<file path="src/rtl/i2crb_pkg.sv">
package i2crb_pkg;

    typedef enum logic [2:0] {
        ST_IDLE,
        ST_RX,
        ST_RX_ACK,
        ST_TX,
        ST_TX_ACK,
        ST_SKIP
    } st_e;

    typedef enum logic [1:0] {
        PH_DEV,
        PH_SUB_HI,
        PH_SUB_LO,
        PH_DATA
    } ph_e;

    // Wire byte index -> bit offset inside the word: 0->8, 1->0, 2->24, 3->16
    function automatic logic [4:0] lane_shift(input logic [1:0] idx);
        return {idx[1], ~idx[0], 3'b000};
    endfunction

endpackage

</file>
<file path="src/rtl/i2crb_line_mon.sv">
module i2crb_line_mon #(
    parameter int SYNC_STAGES = 2
) (
    input  logic clk,
    input  logic rst_n,
    input  logic scl_i,
    input  logic sda_i,
    output logic sda_s,
    output logic scl_rise,
    output logic scl_fall,
    output logic start_det,
    output logic stop_det
);
    logic [SYNC_STAGES-1:0] scl_pipe, sda_pipe;
    logic scl_q, sda_q, scl_now;

    always_ff @(posedge clk or negedge rst_n) begin
        if (!rst_n) begin
            scl_pipe <= '1;
            sda_pipe <= '1;
            scl_q    <= 1'b1;
            sda_q    <= 1'b1;
        end else begin
            scl_pipe <= {scl_pipe[SYNC_STAGES-2:0], scl_i};
            sda_pipe <= {sda_pipe[SYNC_STAGES-2:0], sda_i};
            scl_q    <= scl_pipe[SYNC_STAGES-1];
            sda_q    <= sda_pipe[SYNC_STAGES-1];
        end
    end

    assign scl_now   = scl_pipe[SYNC_STAGES-1];
    assign sda_s     = sda_pipe[SYNC_STAGES-1];
    assign scl_rise  = scl_now & ~scl_q;
    assign scl_fall  = ~scl_now & scl_q;
    assign start_det = scl_now & scl_q & sda_q & ~sda_s;
    assign stop_det  = scl_now & scl_q & ~sda_q & sda_s;
endmodule

</file>
<file path="src/rtl/i2crb_ctrl.sv">
module i2crb_ctrl
    import i2crb_pkg::*;
#(
    parameter logic [6:0]  TGT_ADDR    = 7'h0E,
    parameter logic [15:0] WIDE_LO     = 16'h0100,
    parameter logic [15:0] WIDE_HI     = 16'h0600,
    parameter logic [15:0] SYSCTL_ADDR = 16'h0002
) (
    input  logic        clk,
    input  logic        rst_n,
    input  logic        sda_s,
    input  logic        scl_rise,
    input  logic        scl_fall,
    input  logic        start_det,
    input  logic        stop_det,
    output logic        sda_oe,
    output logic [15:0] reg_addr,
    output logic        reg_wide,
    output logic        reg_wr,
    output logic [31:0] reg_wdata,
    output logic        reg_rd,
    input  logic [31:0] reg_rdata,
    output logic        core_rst
);
    localparam logic [3:0] BITS_PER_BYTE = 4'd8;
    localparam logic [2:0] IDX_SAT       = 3'd4;

    st_e         st, nxt;
    ph_e         phase;
    logic [3:0]  bitcnt;
    logic [7:0]  shreg, txsh, cur_byte;
    logic [2:0]  byte_idx, nbytes;
    logic [15:0] sub_addr;
    logic [31:0] wbuf, tx_word;
    logic        tx_go, commit_pend, addr_hit, byte_done;

    assign reg_wide  = (sub_addr >= WIDE_LO) && (sub_addr < WIDE_HI);
    assign nbytes    = reg_wide ? 3'd4 : 3'd2;
    assign reg_addr  = sub_addr;
    assign reg_wdata = wbuf;
    assign addr_hit  = (shreg[7:1] == TGT_ADDR);
    assign byte_done = scl_fall && (bitcnt == BITS_PER_BYTE);

    always_comb begin
        cur_byte = 8'hFF;
        if (byte_idx < nbytes)
            cur_byte = 8'(tx_word >> lane_shift(byte_idx[1:0]));
    end

    // next-state logic
    always_comb begin
        nxt = st;
        unique case (st)
            ST_IDLE:   nxt = ST_IDLE;
            ST_RX:     if (byte_done)
                           nxt = (phase == PH_DEV && !addr_hit) ? ST_SKIP : ST_RX_ACK;
            ST_RX_ACK: if (scl_fall) nxt = tx_go ? ST_TX : ST_RX;
            ST_TX:     if (byte_done) nxt = ST_TX_ACK;
            ST_TX_ACK: if (scl_rise && sda_s) nxt = ST_SKIP;
                       else if (scl_fall) nxt = ST_TX;
            ST_SKIP:   nxt = ST_SKIP;
            default:   nxt = ST_IDLE;
        endcase
        if (start_det)     nxt = ST_RX;
        else if (stop_det) nxt = ST_IDLE;
    end

    // state register
    always_ff @(posedge clk or negedge rst_n) begin
        if (!rst_n) st <= ST_IDLE;
        else        st <= nxt;
    end

    // outputs and datapath
    always_ff @(posedge clk or negedge rst_n) begin
        if (!rst_n) begin
            phase       <= PH_DEV;
            bitcnt      <= '0;
            shreg       <= '0;
            txsh        <= '1;
            byte_idx    <= '0;
            sub_addr    <= '0;
            wbuf        <= '0;
            tx_word     <= '0;
            tx_go       <= 1'b0;
            commit_pend <= 1'b0;
            sda_oe      <= 1'b0;
            reg_wr      <= 1'b0;
            reg_rd      <= 1'b0;
            core_rst    <= 1'b0;
        end else begin
            reg_wr <= 1'b0;
            reg_rd <= 1'b0;
            if (reg_rd) tx_word <= reg_rdata;
            if (start_det) begin
                phase       <= PH_DEV;
                bitcnt      <= '0;
                byte_idx    <= '0;
                tx_go       <= 1'b0;
                commit_pend <= 1'b0;
                sda_oe      <= 1'b0;
            end else if (stop_det) begin
                commit_pend <= 1'b0;
                sda_oe      <= 1'b0;
            end else begin
                unique case (st)
                    ST_RX: begin
                        if (scl_rise) begin
                            shreg  <= {shreg[6:0], sda_s};
                            bitcnt <= bitcnt + 4'd1;
                        end
                        if (byte_done) begin
                            unique case (phase)
                                PH_DEV: if (addr_hit) begin
                                    sda_oe   <= 1'b1;
                                    tx_go    <= shreg[0];
                                    reg_rd   <= shreg[0];
                                    byte_idx <= '0;
                                    phase    <= PH_SUB_HI;
                                end
                                PH_SUB_HI: begin
                                    sda_oe         <= 1'b1;
                                    sub_addr[15:8] <= shreg;
                                    phase          <= PH_SUB_LO;
                                end
                                PH_SUB_LO: begin
                                    sda_oe        <= 1'b1;
                                    sub_addr[7:0] <= shreg;
                                    byte_idx      <= '0;
                                    wbuf          <= '0;
                                    phase         <= PH_DATA;
                                end
                                PH_DATA: begin
                                    sda_oe <= 1'b1;
                                    if (byte_idx < nbytes) begin
                                        wbuf <= wbuf | ({24'b0, shreg} << lane_shift(byte_idx[1:0]));
                                        if (byte_idx == nbytes - 3'd1) commit_pend <= 1'b1;
                                    end
                                    if (byte_idx != IDX_SAT) byte_idx <= byte_idx + 3'd1;
                                end
                                default: ;
                            endcase
                        end
                    end
                    ST_RX_ACK: if (scl_fall) begin
                        bitcnt <= '0;
                        if (tx_go) begin
                            txsh   <= cur_byte;
                            sda_oe <= ~cur_byte[7];
                        end else begin
                            sda_oe <= 1'b0;
                        end
                        if (commit_pend) begin
                            reg_wr      <= 1'b1;
                            commit_pend <= 1'b0;
                            if (sub_addr == SYSCTL_ADDR) core_rst <= wbuf[0];
                        end
                    end
                    ST_TX: begin
                        if (scl_rise) bitcnt <= bitcnt + 4'd1;
                        if (byte_done) begin
                            sda_oe <= 1'b0;
                        end else if (scl_fall) begin
                            sda_oe <= ~txsh[6];
                            txsh   <= {txsh[6:0], 1'b1};
                        end
                    end
                    ST_TX_ACK: begin
                        if (scl_rise && !sda_s && byte_idx != IDX_SAT)
                            byte_idx <= byte_idx + 3'd1;
                        if (scl_fall) begin
                            bitcnt <= '0;
                            txsh   <= cur_byte;
                            sda_oe <= ~cur_byte[7];
                        end
                    end
                    ST_SKIP: sda_oe <= 1'b0;
                    ST_IDLE: sda_oe <= 1'b0;
                    default: ;
                endcase
            end
        end
    end
endmodule

</file>
<file path="src/rtl/i2c_regbank_target.sv">
module i2c_regbank_target #(
    parameter logic [6:0]  TGT_ADDR    = 7'h0E,
    parameter logic [15:0] WIDE_LO     = 16'h0100,
    parameter logic [15:0] WIDE_HI     = 16'h0600,
    parameter logic [15:0] SYSCTL_ADDR = 16'h0002,
    parameter int          SYNC_STAGES = 2
) (
    input  logic        clk,
    input  logic        rst_n,
    input  logic        scl_i,
    input  logic        sda_i,
    output logic        sda_oe,
    output logic [15:0] reg_addr,
    output logic        reg_wide,
    output logic        reg_wr,
    output logic [31:0] reg_wdata,
    output logic        reg_rd,
    input  logic [31:0] reg_rdata,
    output logic        core_rst
);
    logic sda_s, scl_rise, scl_fall, start_det, stop_det;

    i2crb_line_mon #(.SYNC_STAGES(SYNC_STAGES)) u_mon (
        .clk       (clk),
        .rst_n     (rst_n),
        .scl_i     (scl_i),
        .sda_i     (sda_i),
        .sda_s     (sda_s),
        .scl_rise  (scl_rise),
        .scl_fall  (scl_fall),
        .start_det (start_det),
        .stop_det  (stop_det)
    );

    i2crb_ctrl #(
        .TGT_ADDR    (TGT_ADDR),
        .WIDE_LO     (WIDE_LO),
        .WIDE_HI     (WIDE_HI),
        .SYSCTL_ADDR (SYSCTL_ADDR)
    ) u_ctrl (
        .clk       (clk),
        .rst_n     (rst_n),
        .sda_s     (sda_s),
        .scl_rise  (scl_rise),
        .scl_fall  (scl_fall),
        .start_det (start_det),
        .stop_det  (stop_det),
        .sda_oe    (sda_oe),
        .reg_addr  (reg_addr),
        .reg_wide  (reg_wide),
        .reg_wr    (reg_wr),
        .reg_wdata (reg_wdata),
        .reg_rd    (reg_rd),
        .reg_rdata (reg_rdata),
        .core_rst  (core_rst)
    );
endmodule

</file>
<file path="config.mk">
export PLATFORM = sky130hd
export DESIGN_NAME = i2c_regbank_target
export DESIGN_NICKNAME = d
export VERILOG_FILES = /design/src/rtl/i2crb_pkg.sv /design/src/rtl/i2crb_line_mon.sv /design/src/rtl/i2crb_ctrl.sv /design/src/rtl/i2c_regbank_target.sv
export SDC_FILE = /design/constraint.sdc
export NUM_CORES = 1
export LEC_CHECK = 0
export ABC_AREA = 0
export BUFFER_PORTS_ARGS = -buffer_cell sky130_fd_sc_hd__buf_2
export CAP_MARGIN = 20
export CELL_PAD_IN_SITES_DETAIL_PLACEMENT = 1
export CELL_PAD_IN_SITES_GLOBAL_PLACEMENT = 1
export CORE_MARGIN = 2
export CORE_UTILIZATION = 40
export DETAILED_ROUTE_END_ITERATION = 8
export MAX_ROUTING_LAYER = met4
export PLACE_DENSITY_LB_ADDON = 0.1
export SLEW_MARGIN = 20
export SYNTH_ARGS = -nofsm -noshare
export SYNTH_HDL_FRONTEND = slang
export SYNTH_HIERARCHICAL = 1
export SYNTH_SLANG_ARGS = --single-unit
</file>
<file path="constraint.sdc">
create_clock -name clk -period 2.2 [get_ports clk]
set_input_delay 0.44 -clock clk [delete_from_list [all_inputs] [get_ports clk]]
set_output_delay 0.44 -clock clk [all_outputs]
set_load 0.01 [all_outputs]
</file>
==> Word level (Yosys, flattened, before mapping) <==
Index checks and enable logic that the tools add are counted.
{ "classes": {"reduce_logical": 38, "eq_ne": 38, "order_cmp": 3, "muxes": 75, "add_sub_neg": 3, "n_shift": 2, "n_bitwise": 17} }
{ "op_table": {"columns": ["op", "n"], "rows": [
  ["32-bit one-hot mux with 2 select lines", 1],
  ["3-bit two-way mux", 15],
  ["4-bit by 3-bit != test with 1-bit output (second input constant)", 9],
  ["7-bit two-way mux", 5],
  ["1-bit two-way mux", 33],
  ["32-bit two-way mux", 1],
  ["32-bit OR", 1],
  ["8-bit by 5-bit left shift with 32-bit output", 1],
  ["32-bit by 5-bit right shift with 8-bit output", 1],
  ["6-bit AND reduction", 4],
  ["7-bit one-hot mux with 3 select lines", 1],
  ["5-bit AND reduction", 4],
  ["16-bit by 2-bit == test with 1-bit output (second input constant)", 1],
  ["16-bit by 9-bit greater-or-equal comparator with 1-bit output (second input constant)", 1],
  ["16-bit by 11-bit < comparator with 1-bit output (second input constant)", 1],
  ["4-bit two-way mux", 4],
  ["5-bit by 3-bit != test with 1-bit output (second input constant)", 3],
  ["3-bit one-hot mux with 5 select lines", 1],
  ["2-bit two-way mux", 6],
  ["4-bit AND reduction", 3],
  ["2-bit by 1-bit != test with 1-bit output (second input constant)", 5],
  ["2-bit nonzero test", 5],
  ["3-bit by 2-bit != test with 1-bit output (second input constant)", 3],
  ["1-bit NOT", 9],
  ["other kinds (35)", 58]
]} }
{ "word_totals": {"input_bits": 36, "elab_cells": 196, "out_inout_bits": 53, "reg_bits": 119} }

==> Logic depth before layout (Yosys ltp) <==
{ "logic_depth": {"ltp_word": 12, "mapped_depth": 10} }

==> By module <==
The synthesis kept the hierarchy.
{ "by_module_without_submodules": {"columns": ["mod", "cells_per_inst", "n_inst", "area_each_um2"], "rows": [
  ["i2crb_ctrl", 453, 1, 5255.0],
  ["i2crb_line_mon", 10, 1, 190.2]
]} }

==> Worst setup path before layout <==
Ideal clock, no wire load.
{ "synth_path": {"path_kind": "reg-to-reg", "start": "register u_ctrl.sub_addr[15] (netlist: u_ctrl/reg_addr[15])", "end": "register u_ctrl.sda_oe", "arrival_time_ns": 2.185, "path_stages_with_launch": 9, "n_path_buf": 0, "path_slack_ns": -0.051, "setup_ns": 0.065, "required_ns": 2.135, "path_cell_list": "dfrtp_1 -> nor3_1 -> nand2_1 -> a211o_1 -> ha_1 -> a21oi_1 -> or4b_1 -> a21boi_0 -> a22o_1"} }
{ "synth_between": {"elab_chain_len": 11, "elab_cells_between_ends": 13, "classes_between": "3 x order compare; 8 x mux; 1 x bitwise; 1 x reduce/logical"} }
{ "synth_lines": {"columns": ["item", "line_no", "rtl"], "rows": [
  ["start, declared", "i2crb_ctrl.sv:33", "logic [15:0] sub_addr;"],
  ["start signal, assigned", "i2crb_ctrl.sv:123", "sub_addr[15:8] <= shreg;"],
  ["16-bit by 9-bit greater-or-equal comparator with 1-bit output or 16-bit by 11-bit < comparator with 1-bit output (tied branches)", "i2crb_ctrl.sv:37", "assign reg_wide = (sub_addr >= WIDE_LO) && (sub_addr < WIDE_HI);"],
  ["1-bit logical AND *", "i2crb_ctrl.sv:37", null],
  ["3-bit two-way mux *", "i2crb_ctrl.sv:38", "assign nbytes = reg_wide ? 3'd4 : 3'd2;"],
  ["3-bit < comparator *", "i2crb_ctrl.sv:46", "if (byte_idx < nbytes)"],
  ["8-bit two-way mux *", "i2crb_ctrl.sv:46", null],
  ["1-bit NOT *", "i2crb_ctrl.sv:149, i2crb_ctrl.sv:174", null],
  ["1-bit two-way mux", "i2crb_ctrl.sv:147", "if (tx_go) begin"],
  ["1-bit two-way mux", "i2crb_ctrl.sv:145", "ST_RX_ACK: if (scl_fall) begin"],
  ["1-bit one-hot mux with 5 select lines *", "i2crb_ctrl.sv:106", "unique case (st)"],
  ["1-bit two-way mux *", "i2crb_ctrl.sv:102", "end else if (stop_det) begin"],
  ["1-bit two-way mux *", "i2crb_ctrl.sv:95", "if (start_det) begin"],
  ["end signal, assigned", "i2crb_ctrl.sv:149", "sda_oe <= ~cur_byte[7];"],
  ["end signal, assigned", "i2crb_ctrl.sv:164", "sda_oe <= ~txsh[6];"],
  ["end signal, assigned", "i2crb_ctrl.sv:174", "sda_oe <= ~cur_byte[7];"],
  ["end, declared", "i2crb_ctrl.sv:16", "output logic sda_oe,"]
]} }
Mark *: on every way between the ends. The rest lies on a longest branch, timed or not. The select of a mux whose other input is x is not followed.
A chain may end at the register's enable or synchronous reset.

==> Final worst setup path <==
{ "layout_path": {"start": "register u_ctrl.sub_addr[12] (netlist: u_ctrl/reg_addr[12])", "end": "register u_ctrl.sda_oe"} }
Same word-level chain as after synthesis.

==> qor.csv <==
stage,metric,value,unit
floorplanning,core area,13200,um2
sta,Worst Tran Pin Value,0.730,ns
final_layout,"Non-Filler Cell Area, Final",7150,um2
final_layout,area grow syn2layout,31.3,%
clocking,clk_lat worst skew,0.41,ns
setup_path,Setup crit end kind,flop,
logic_synthesis,largest cells by area after synthesis,"dfrtp_1, mux2_2, dfstp_2, nand2_1, o21ai_1",
logic_synthesis,Post-Synth Simple-Gate Area,13.6,%
setup_path,Critical Path Fanout Max,3,
clocking,CTS Buffer Depth,2,
global_route,initial antenna violation count,0,
routing,drt wl/cell,17.5,um
final_layout,Final #Nets,642,
sta,setup ws final,-0.152,ns
logic_synthesis,Main synth FF type,dfrtp_1,
power,cell area power density,812,nW/um2
logic_synthesis,adder-cell area share of the yosys netlist,2.30,%
global_route,first-pass GRT wire length,22800,um
logic_synthesis,"Seq/Total Area, Yosys",55.0,%
routing,detailed-route wire length,13700,um
global_route,Global Route Usage Sum,20.9,%
sta,Fin. Hold Viols,0,
power,leak pwr,0.00350,uW
logic_synthesis,post-synthesis mux area share,15.3,%
final_layout,layout cells sized above 1,48.3,%
setup_path,R2R Setup Slk,-0.15,ns
setup_path,CP Launch Type,flop,
logic_synthesis,Synth area leader,dfrtp_1,
sta,Fmax,425,MHz
place,placed cells,752,
setup_path,CP required,2.55,ns
floorplanning,I/O pins,89,
power,maximum vdd ir drop,409,uV
flow_run,Max-Cap Viols,0,
logic_synthesis,Ys Warns,6,
routing,initial DRC count,178,
clocking,CTS root buffer,clkbuf_16,
final_layout,# fillers,1438,
final_layout,# diodes,0,
logic_synthesis,Yosys top cell area share,48.7,%
logic_synthesis,Synth Area in Compound Gates,10.5,%
setup_path,arrival time at the worst endpoint,2.70,ns
logic_synthesis,main combinational cell family by area after synthesis,multiplexers,
logic_synthesis,XOR/XNOR share of the synthesized area,0.161,%
final_layout,final core utilization,54.0,%
setup_path,RR Startpoint,u_ctrl/reg_addr[12],
final_layout,final non-filler cell total,782,
hold_path,hold crit path type,input pin to flop,
global_route,pin count of the biggest net entering global routing,44,
logic_synthesis,Yosys reg bits,119,
floorplanning,Initial Util,41.1,%
setup_path,FF-to-FF path depth,9,
routing,Residual DRC,0,
logic_synthesis,"FFs w/ async S/R, synth",100,%
logic_synthesis,Cell variety after synth,59,
place,Final GP Congestion,0.897,
routing,DRT Pass-1 Iters,4,
global_route,total grt overflow,0,
clocking,"Reg clk slew, reported paths",0.05,ns
hold_path,HP Start,sda_i,
final_layout,Multi-input gate area,2470,um2
sta,unrepaired setup endpoints after global routing,yes,
clocking,postcts setup bufs,0,
logic_synthesis,Post-synth EDFFs,0,
sta,Final min period,2.35,ns
sta,Hold Slack,0.127,ns
sta,setup TNS,-2.90,ns
sta,Final Max Slew Viols,0,
final_layout,Reg area,2990,um2
clocking,CTS Buf Count,17,
floorplanning,die height,121,um
hold_path,hold path depth,1,
routing,via count,4129,
place,Port Buffers,88,
floorplanning,Die Span X,121,um
global_route,vias in the first global route,4546,
clocking,CTS tree,built,
logic_synthesis,Mean Syn Cell Area,11.8,um2
clocking,H-tree depth,4,
outcome,status,"finished, violations left",
routing,DRT antenna net count,0,
setup_path,CP Class,flop to flop,
routing,Vias/cell,5.28,
floorplanning,Die Area,14600,um2
sta,Final setup viols,34,
logic_synthesis,cell count after synthesis,463,
logic_synthesis,Mapped Area,5450,um2
hold_path,worst hold endpoint,u_mon/sda_pipe[0],
sta,post-route clock period utilization,107,%
outcome,failing checks,negative setup slack,
sta,skew final,0.00716,ns
floorplanning,num rows,42,
place,Post-Place Cell Area,6420,um2
clocking,clk sinks,119,
sta,slew margin rel.,51.2,%
logic_synthesis,syn_nets,509,
setup_path,r2r endpoint,u_ctrl/sda_oe,
place,detailed placement HPWL,9940,um
## cells by family (layout without fill, tap and decap cells)
kind of cell,count (synthesis),count (layout)
fa+ha+maj,10,10
buf+inv,40,183
compound gates,96,96
mux,66,66
flops,119,119
xor+xnor,1,1
simple gates,131,131
## registers in the layout, indices dropped and copies added, names as in the netlist, 2 cells and up
name              cells
u_ctrl/reg_wdata     32
u_ctrl/tx_word       32
u_ctrl/reg_addr      16
u_ctrl/shreg          8
u_ctrl/txsh           7
u_ctrl/bitcnt         4
u_ctrl/byte_idx       3
u_ctrl/st             3
u_ctrl/phase          2
u_mon/scl_pipe        2
u_mon/sda_pipe        2
## metrics by stage
stage / worst slack, ns / power (uW)
floorplan: 0.0263 / 2830
global placement: -0.0916 / 3200
detailed placement: -0.246 / 3230
CTS: -0.184 / 5830
global route: -0.262 / 6070
finish: -0.152 / 5810
## power by group
group,total [uW],internal (uW),switching (uW)
clock network,2560,1670,890
registers,2430,2310,129
logic,810,335,475
## synth_stat cells, types with 2 or more instances
library cell	n
dfrtp_1	106
nand2_1	57
mux2_2	56
o21ai_1	36
o21ai_0	19
inv_1	14
dfstp_2	13
nor2_1	13
a21oi_1	10
buf_2	10
ha_1	10
clkbuf_1	9
nor2b_1	9
mux4_2	8
nand2_4	8
nand3_1	7
o22ai_1	6
buf_1	5
or3_1	5
nor3_1	4
nor3b_1	4
o211ai_1	4
a22o_1	3
and4b_1	3
nand4_1	3
a2111oi_0	2
a21boi_0	2
a21o_1	2
a32o_1	2
mux2i_1	2
nand2b_1	2
nor4_1	2
## final cells by class
type,count,area share [%]
tap,176,3.08
timing repair buffer,139,12.2
multi-input combinational,304,34.5
sequential,119,41.9
inverter,15,0.787
clock inverter,4,1.01
clock buffer,25,6.51
## layer usage
| metal | track usage [%] | wire [um] | vias up | share of wire (%) |
|---|---|---|---|---|
| li1 | - | - | 1923 | - |
| met1 | 25.0 | 5960 | 2072 | 44 |
| met2 | 34.2 | 6880 | 109 | 50 |
| met3 | 4.53 | 563 | 25 | 4.1 |
| met4 | 9.30 | 291 | 0 | 2.1 |
| met5 | - | 0 | - | 0 |
## cell usage in the layout (no fill, tap or decap), drive strengths merged, types with 2 or more instances in the layout
| cell type | count |
|---|---|
| and4b | 3 |
| nand2b | 2 |
| mux4 | 8 |
| a2111oi | 2 |
| nor4b | 2 |
| nand3 | 7 |
| inv | 14 |
| nor3b | 4 |
| a21boi | 2 |
| a21oi | 10 |
| o21ai | 55 |
| dfrtp | 106 |
| ha | 10 |
| bufinv | 2 |
| buf | 138 |
| nor4 | 3 |
| nor3 | 4 |
| a22o | 3 |
| nand4 | 4 |
| o22ai | 6 |
| a21o | 2 |
| dfstp | 13 |
| clkinv | 2 |
| clkbuf | 25 |
| nor2 | 13 |
| mux2i | 2 |
| nand2 | 65 |
| nor2b | 9 |
| a32o | 2 |
| or3 | 5 |
| mux2 | 56 |
| o211ai | 4 |
## worst max-delay path, stage by stage (launching register included)
cell,delay (ns)
dfrtp_1,0.38
nor3_2,0.18
nand2_1,0.11
a211o_1,0.27
ha_1,0.31
a21oi_2,0.16
buf_4,0.15
or4b_4,0.46
a21boi_2,0.13
a22o_1,0.14
## what timing repair did
item                                   4_1_cts  5_1_grt
hold buffers                                 1        0
setup endpoints to repair                   42       51
pin swaps                                    8        8
resized for setup                           11       38
endpoints found under the hold margin        2        0
## worst max path at each step
stage | from | endpoint | cells after the start
finish | u_ctrl/reg_addr[12] | u_ctrl/sda_oe | 9
global route | u_ctrl/reg_addr[12] | u_ctrl/sda_oe | 9
CTS | u_ctrl/reg_addr[12] | u_ctrl/sda_oe | 9
detailed placement | u_ctrl/reg_addr[12] | u_ctrl/reg_wdata[28] | 8
global placement | u_ctrl/reg_addr[12] | u_ctrl/sda_oe | 9
floorplan | u_ctrl/reg_addr[12] | u_ctrl/reg_wdata[23] | 9
No activity file was read; power rests on OpenSTA's default activity.
